$ cat src/rtl/sar_cal_pkg.sv
package sar_cal_pkg;

    typedef enum logic [1:0] {
        ST_IDLE = 2'd0,
        ST_CAL  = 2'd1,
        ST_RUN  = 2'd2
    } cal_state_e;

    // Nominal sub-radix-2 weight of raw bit idx, in 2^-frac output LSB.
    function automatic longint nom_weight(input int idx, input int nbits,
                                          input int out_w, input int frac,
                                          input int rq);
        longint w;
        w = ((longint'(1) << out_w) + (longint'(1) << (out_w - 4))) << frac;
        w = (w * (rq - 128)) / rq;
        for (int k = nbits - 1; k > idx; k--) begin
            w = (w * 128) / rq;
        end
        return w;
    endfunction

endpackage

$ cat src/rtl/sar_wsum.sv
module sar_wsum #(
    parameter int NBITS = 14,
    parameter int WW    = 24,
    parameter int SW    = 28
) (
    input  logic [NBITS-1:0]         bits_i,
    input  logic [NBITS-1:0][WW-1:0] w_i,
    output logic signed [SW-1:0]     sum_o
);
    logic signed [SW-1:0] term [NBITS];

    for (genvar g = 0; g < NBITS; g++) begin : g_term
        assign term[g] = bits_i[g] ? $signed({{(SW-WW){w_i[g][WW-1]}}, w_i[g]})
                                   : '0;
    end

    always_comb begin
        sum_o = '0;
        for (int i = 0; i < NBITS; i++) begin
            sum_o = sum_o + term[i];
        end
    end
endmodule

$ cat src/rtl/sar_code_fmt.sv
module sar_code_fmt #(
    parameter int SW    = 28,
    parameter int OUT_W = 12,
    parameter int FRAC  = 8
) (
    input  logic signed [SW-1:0] sum_i,
    output logic [OUT_W-1:0]     code_o
);
    localparam logic signed [SW:0] HALF = (SW+1)'(1) <<< (FRAC - 1);
    localparam logic signed [SW:0] TOP  = (SW+1)'((1 << OUT_W) - 1);

    logic signed [SW:0] rnd;
    logic signed [SW:0] q;

    always_comb begin
        rnd = $signed({sum_i[SW-1], sum_i}) + HALF;
        q   = rnd >>> FRAC;
        if (q < 0) begin
            code_o = '0;
        end else if (q > TOP) begin
            code_o = '1;
        end else begin
            code_o = q[OUT_W-1:0];
        end
    end
endmodule

$ cat src/rtl/sar_lms_cal.sv
module sar_lms_cal #(
    parameter int NBITS     = 14,
    parameter int OUT_W     = 12,
    parameter int FRAC      = 8,
    parameter int WW        = 24,
    parameter int ITER_W    = 16,
    parameter int MU_SHIFT  = 6,
    parameter int DELTA_LSB = 16,
    parameter int RADIX_Q7  = 236
) (
    input  logic              clk,
    input  logic              rst_n,
    input  logic              cal_start,
    input  logic [ITER_W-1:0] cal_iters,
    input  logic              raw_valid,
    input  logic [NBITS-1:0]  raw_a,
    input  logic [NBITS-1:0]  raw_b,
    output logic              cal_busy,
    output logic              cal_done,
    output logic              code_valid,
    output logic [OUT_W-1:0]  code
);
    import sar_cal_pkg::*;

    localparam int SW = WW + $clog2(NBITS);
    localparam logic signed [SW:0] TWO_DELTA = (SW+1)'(2 * DELTA_LSB * (2 ** FRAC));

    typedef struct packed {
        cal_state_e               state;
        logic [ITER_W-1:0]        iter;
        logic [NBITS-1:0][WW-1:0] w;
        logic                     code_vld;
        logic [OUT_W-1:0]         code;
    } regs_t;

    regs_t r_q, r_d, rst_v;

    logic [NBITS-1:0][WW-1:0] nom_w;
    logic signed [SW-1:0]     sum_a, sum_b;
    logic signed [SW:0]       err, step;
    logic [OUT_W-1:0]         code_nx;

    for (genvar g = 0; g < NBITS; g++) begin : g_nom
        localparam logic [WW-1:0] NV =
            WW'(nom_weight(g, NBITS, OUT_W, FRAC, RADIX_Q7));
        assign nom_w[g] = NV;
    end

    sar_wsum #(.NBITS(NBITS), .WW(WW), .SW(SW)) u_sum_a (
        .bits_i(raw_a), .w_i(r_q.w), .sum_o(sum_a));
    sar_wsum #(.NBITS(NBITS), .WW(WW), .SW(SW)) u_sum_b (
        .bits_i(raw_b), .w_i(r_q.w), .sum_o(sum_b));
    sar_code_fmt #(.SW(SW), .OUT_W(OUT_W), .FRAC(FRAC)) u_fmt (
        .sum_i(sum_a), .code_o(code_nx));

    function automatic logic [WW-1:0] adj(input logic [WW-1:0] w,
                                          input logic signed [SW:0] s,
                                          input logic up);
        logic signed [SW:0] wx;
        wx = $signed({{(SW+1-WW){w[WW-1]}}, w});
        wx = up ? (wx + s) : (wx - s);
        return wx[WW-1:0];
    endfunction

    assign err  = $signed({sum_a[SW-1], sum_a}) - $signed({sum_b[SW-1], sum_b}) - TWO_DELTA;
    assign step = err >>> MU_SHIFT;

    always_comb begin
        rst_v          = '0;
        rst_v.state    = ST_IDLE;
        rst_v.w        = nom_w;

        r_d            = r_q;
        r_d.code_vld   = 1'b0;
        if (cal_start) begin
            r_d.state = ST_CAL;
            r_d.iter  = cal_iters;
            r_d.w     = nom_w;
        end else begin
            unique case (r_q.state)
                ST_CAL: begin
                    if (r_q.iter == '0) begin
                        r_d.state = ST_RUN;
                    end else if (raw_valid) begin
                        r_d.iter = r_q.iter - 1'b1;
                        for (int i = 0; i < NBITS; i++) begin
                            if (raw_a[i] && !raw_b[i]) begin
                                r_d.w[i] = adj(r_q.w[i], step, 1'b0);
                            end else if (!raw_a[i] && raw_b[i]) begin
                                r_d.w[i] = adj(r_q.w[i], step, 1'b1);
                            end
                        end
                    end
                end
                ST_RUN: begin
                    if (raw_valid) begin
                        r_d.code_vld = 1'b1;
                        r_d.code     = code_nx;
                    end
                end
                default: ;
            endcase
        end
    end

    always_ff @(posedge clk or negedge rst_n) begin
        if (!rst_n) begin
            r_q <= rst_v;
        end else begin
            r_q <= r_d;
        end
    end

    assign cal_busy   = (r_q.state == ST_CAL);
    assign cal_done   = (r_q.state == ST_RUN);
    assign code_valid = r_q.code_vld;
    assign code       = r_q.code;


    start_nominal_chk: assert property (@(posedge clk) disable iff (!rst_n)
        cal_start |=> (cal_busy && r_q.w == nom_w));

    no_early_code_chk: assert property (@(posedge clk) disable iff (!rst_n)
        code_valid |-> $past(r_q.state == ST_RUN));

    weight_freeze_chk: assert property (@(posedge clk) disable iff (!rst_n)
        (r_q.state != ST_CAL && !cal_start) |=> $stable(r_q.w));

    iter_hold_chk: assert property (@(posedge clk) disable iff (!rst_n)
        (r_q.state == ST_CAL && !raw_valid && !cal_start) |=> $stable(r_q.iter));

    sat_low_chk: assert property (@(posedge clk) disable iff (!rst_n)
        (cal_done && raw_valid && !cal_start && sum_a < 0) |=> (code == '0));
endmodule

$ cat config.mk
export PLATFORM = sky130hd
export DESIGN_NAME = sar_lms_cal
export DESIGN_NICKNAME = d
export VERILOG_FILES = /design/src/rtl/sar_cal_pkg.sv /design/src/rtl/sar_wsum.sv /design/src/rtl/sar_code_fmt.sv /design/src/rtl/sar_lms_cal.sv
export SDC_FILE = /design/constraint.sdc
export NUM_CORES = 2
export LEC_CHECK = 0
export BUFFER_PORTS_ARGS = -buffer_cell sky130_fd_sc_hd__buf_4
export CORE_ASPECT_RATIO = 0.5
export CORE_MARGIN = 10
export CORE_UTILIZATION = 60
export CTS_CLUSTER_DIAMETER = 40
export CTS_CLUSTER_SIZE = 28
export DETAILED_ROUTE_END_ITERATION = 16
export PLACE_DENSITY = 0.76
export SKIP_LAST_GASP = 1
export SYNTH_ARGS = -nofsm -noshare
export SYNTH_HDL_FRONTEND = slang
export SYNTH_SLANG_ARGS = --single-unit
$ cat constraint.sdc
create_clock -name clk -period 15.7 [get_ports clk]
set_input_delay 0.785 -clock clk [delete_from_list [all_inputs] [get_ports clk]]
set_output_delay 0.785 -clock clk [all_outputs]
set_load 0.005 [all_outputs]
==> impl_metrics.ini <==
[final_layout]
layout-drive-gt1-share_pct = 6.90
area_growth_pct = 7.01
num-fill-cells = 7471
most-common-layout-cells = nand2_1 (886), inv_1 (638), fa_1 (602), ha_1 (446), xnor2_1 (438)
final_common_cell = nand2_1
finalNetCount = 7390

[timing]
setup_viol = 0
hold_viol_final = 0
rsz0062_at_grt = false
min_period_ns = 13.69
maxSlewHeadroom_pct = -4.72
fmax_ghz = 0.0730
fin_crit_sh_pct = 87.2
timing.final.max_slew_violations = 15
worst_pin_slew_ns = 1.57
skew_ns = 0.0302
fin_tns_setup_ns = 0

[cts]
postCtsSetupBuffers = 0
path_clk_slew_ns = 0.07
clockBufferDepth = 3
numCtsBuffers = 59
htreeDepth = 2
clock-sinks = 367
cts-resized-gates = 0
cts-root-buf = clkbuf_16
hold_buffers = 0
clkLatencyLatePin_ns = 0.69
cts_tree = done

[synth]
syn_inst = 6364
synth_seq_cells = 367
seq_area_frac_synth_pct = 17.2
mappedNetlistNets = 7460
synth_flop_cell = dfrtp_1
synth_area_mm2 = 0.0543
syn_avg_cell_area_um2 = 8.53
synth_edf_count = 0
ys_async_sr_fraction_pct = 100
ys_warn_count = 0
synth.distinct_cells = 92

[routing]
drt_iter0_drc = 7028
drc = 0
routed_via_density = 6.54
wl_um = 225000
firstDrtPassIters = 7
antenna_left = 0
wl_per_cell_um = 29.9
vias = 49315

[outcome]
violations = max-capacitance violations, max-slew violations
run_status = finished with violations

[grt]
gr-max-usage-layer = met1
grtUsageMet2_pct = 55.3
met3_usage_pct = 21.8
grt_max_degree = 96
gr-usage-met1_pct = 57.8
grt_pass1_wl_um = 325000
antenna_found_initial = 8
track_usage_pct = 42.7
grt_overflow_total = 0
grt_pass1_vias = 47899

[critical_path]
critPathMostFrequentCell = a21oi_1
worst_path_max_delay_cell = nor3b_2
cp_data_required_time_ns = 16.31
crit_path_max_fanout = 6
path_class = reg2reg
crit_path_start_kind = register
cpPeakStageDelay_ns = 1.08
critPathArrivalTime_ns = 14.30
reg2reg_slack_ns = 2.01
endpoint_kind = register

[floorplanning]
core_area_mm2 = 0.0890
pin_count = 63
num_rows = 77
die_w_um = 445
die_h_um = 233
dieArea_mm2 = 0.104
initial_core_util_pct = 61.0

[hold_path]
hold_path.class = in2async

[job]
cap_violations = 1

[placed_design]
io_buffers = 62
gp_congestion = 1.11
dp_hpwl_um = 177000
[per-layer routing]
metal	vias up	share of wire (%)
met5	-	0.099
met4	8	6.2
met3	678	18
met2	3698	36
met1	24225	39
li1	20706	-
[flip-flops by register name, summed over array words and instances (netlist names)]
name,flops
code,12
code_valid,1
r_q,354
[final timing paths]
check / startpoint / depth (start not counted) / end
worst max-delay path: r_q[158] / 49 / r_q[276]
worst min-delay path: rst_n / 1 / r_q[89]
worst max register to register: r_q[158] / 49 / r_q[276]
worst min register to register: r_q[301] / 2 / r_q[301]
max in group asynchronous: rst_n / 3 / r_q[256]
min in group clk: cal_iters[1] / 3 / r_q[350]
[Yosys cell counts (all sizes together) (8+ instances only)]
cell type / n / area (µm²)
nand2: 887 / 3330
inv: 639 / 2400
fa: 602 / 12100
ha: 446 / 5580
xnor2: 445 / 3900
nor2: 435 / 1640
a21oi: 358 / 1800
o21ai: 347 / 1750
and2: 302 / 1890
dfrtp: 265 / 6630
xor2: 255 / 2250
clkbuf: 242 / 908
a21o: 123 / 923
dfstp: 102 / 2680
nand3: 69 / 345
nor3: 67 / 335
nand2b: 65 / 407
nor2b: 64 / 400
o21bai: 61 / 458
o22a: 58 / 508
and3: 48 / 300
or3: 38 / 238
buf: 34 / 191
o21a: 33 / 248
a31oi: 31 / 194
o31ai: 26 / 195
nand4: 23 / 144
or2: 19 / 119
o211ai: 18 / 140
a211o: 17 / 149
a22o: 17 / 149
a32oi: 15 / 131
o22ai: 14 / 93.8
a211oi: 13 / 103
a21boi: 13 / 97.6
nor4: 13 / 103
o2111ai: 12 / 105
mux2i: 11 / 110
nor3b: 11 / 105
nand3b: 10 / 87.6
a22oi: 8 / 60.1
o41ai: 8 / 70.1
[through the flow]
stage               cells  hold WS (ns)  cell area [µm²]  utilization (%)  setup WS [ns]
global placement     7418         0.498            55900             62.8           2.14
floorplan            6364         0.472            54300                -           3.70
global route         7529         0.161            58000             65.2           1.51
CTS                  7529         0.142            58000             65.2           2.45
finish               7535        0.0883            58100             65.2           2.01
detailed placement   7418         0.504            55900             62.8           1.97
[critical path, delay by kind of cell, from the launching register on]
family                     cells  cell delay, ns
adders and majority gates     10            4.60
and+or+nand+nor                8            2.45
DFF                            1            0.71
buffers and inverters          5            0.40
xor gates and xnor gates       3            0.67
AOI/OAI and AO/OA             23            4.72
[logic make-up (layout without fill, tap and decap cells)]
group | count (synthesis) | count (layout) | share of synthesized area (%)
AO/OA/AOI/OAI | 1243 | 1243 | 14.5
adder cells (fa/ha/maj) | 1048 | 1048 | 32.5
other | 0 | 6 | 0
multiplexers | 15 | 15 | 0.286
AND/OR/NAND/NOR | 2076 | 2076 | 17.8
flip-flops | 367 | 367 | 17.2
XOR/XNOR | 700 | 700 | 11.3
buffers and inverters | 915 | 895 | 6.45
[layout make-up]
| type | count | area (µm²) | area share (%) |
|---|---|---|---|
| multi-input combinational | 5082 | 41600 | 71.7 |
| clock inverter | 44 | 533 | 0.918 |
| inverter | 639 | 2400 | 4.13 |
| timing repair buffer | 145 | 1100 | 1.89 |
| tap | 1185 | 1480 | 2.55 |
| clock buffer | 67 | 1590 | 2.73 |
| antenna | 6 | 15.0 | 0.0259 |
| sequential | 367 | 9310 | 16.0 |
Power is not shown: default switching activity piles up to over one toggle a cycle in this logic, so the estimate is an artifact.
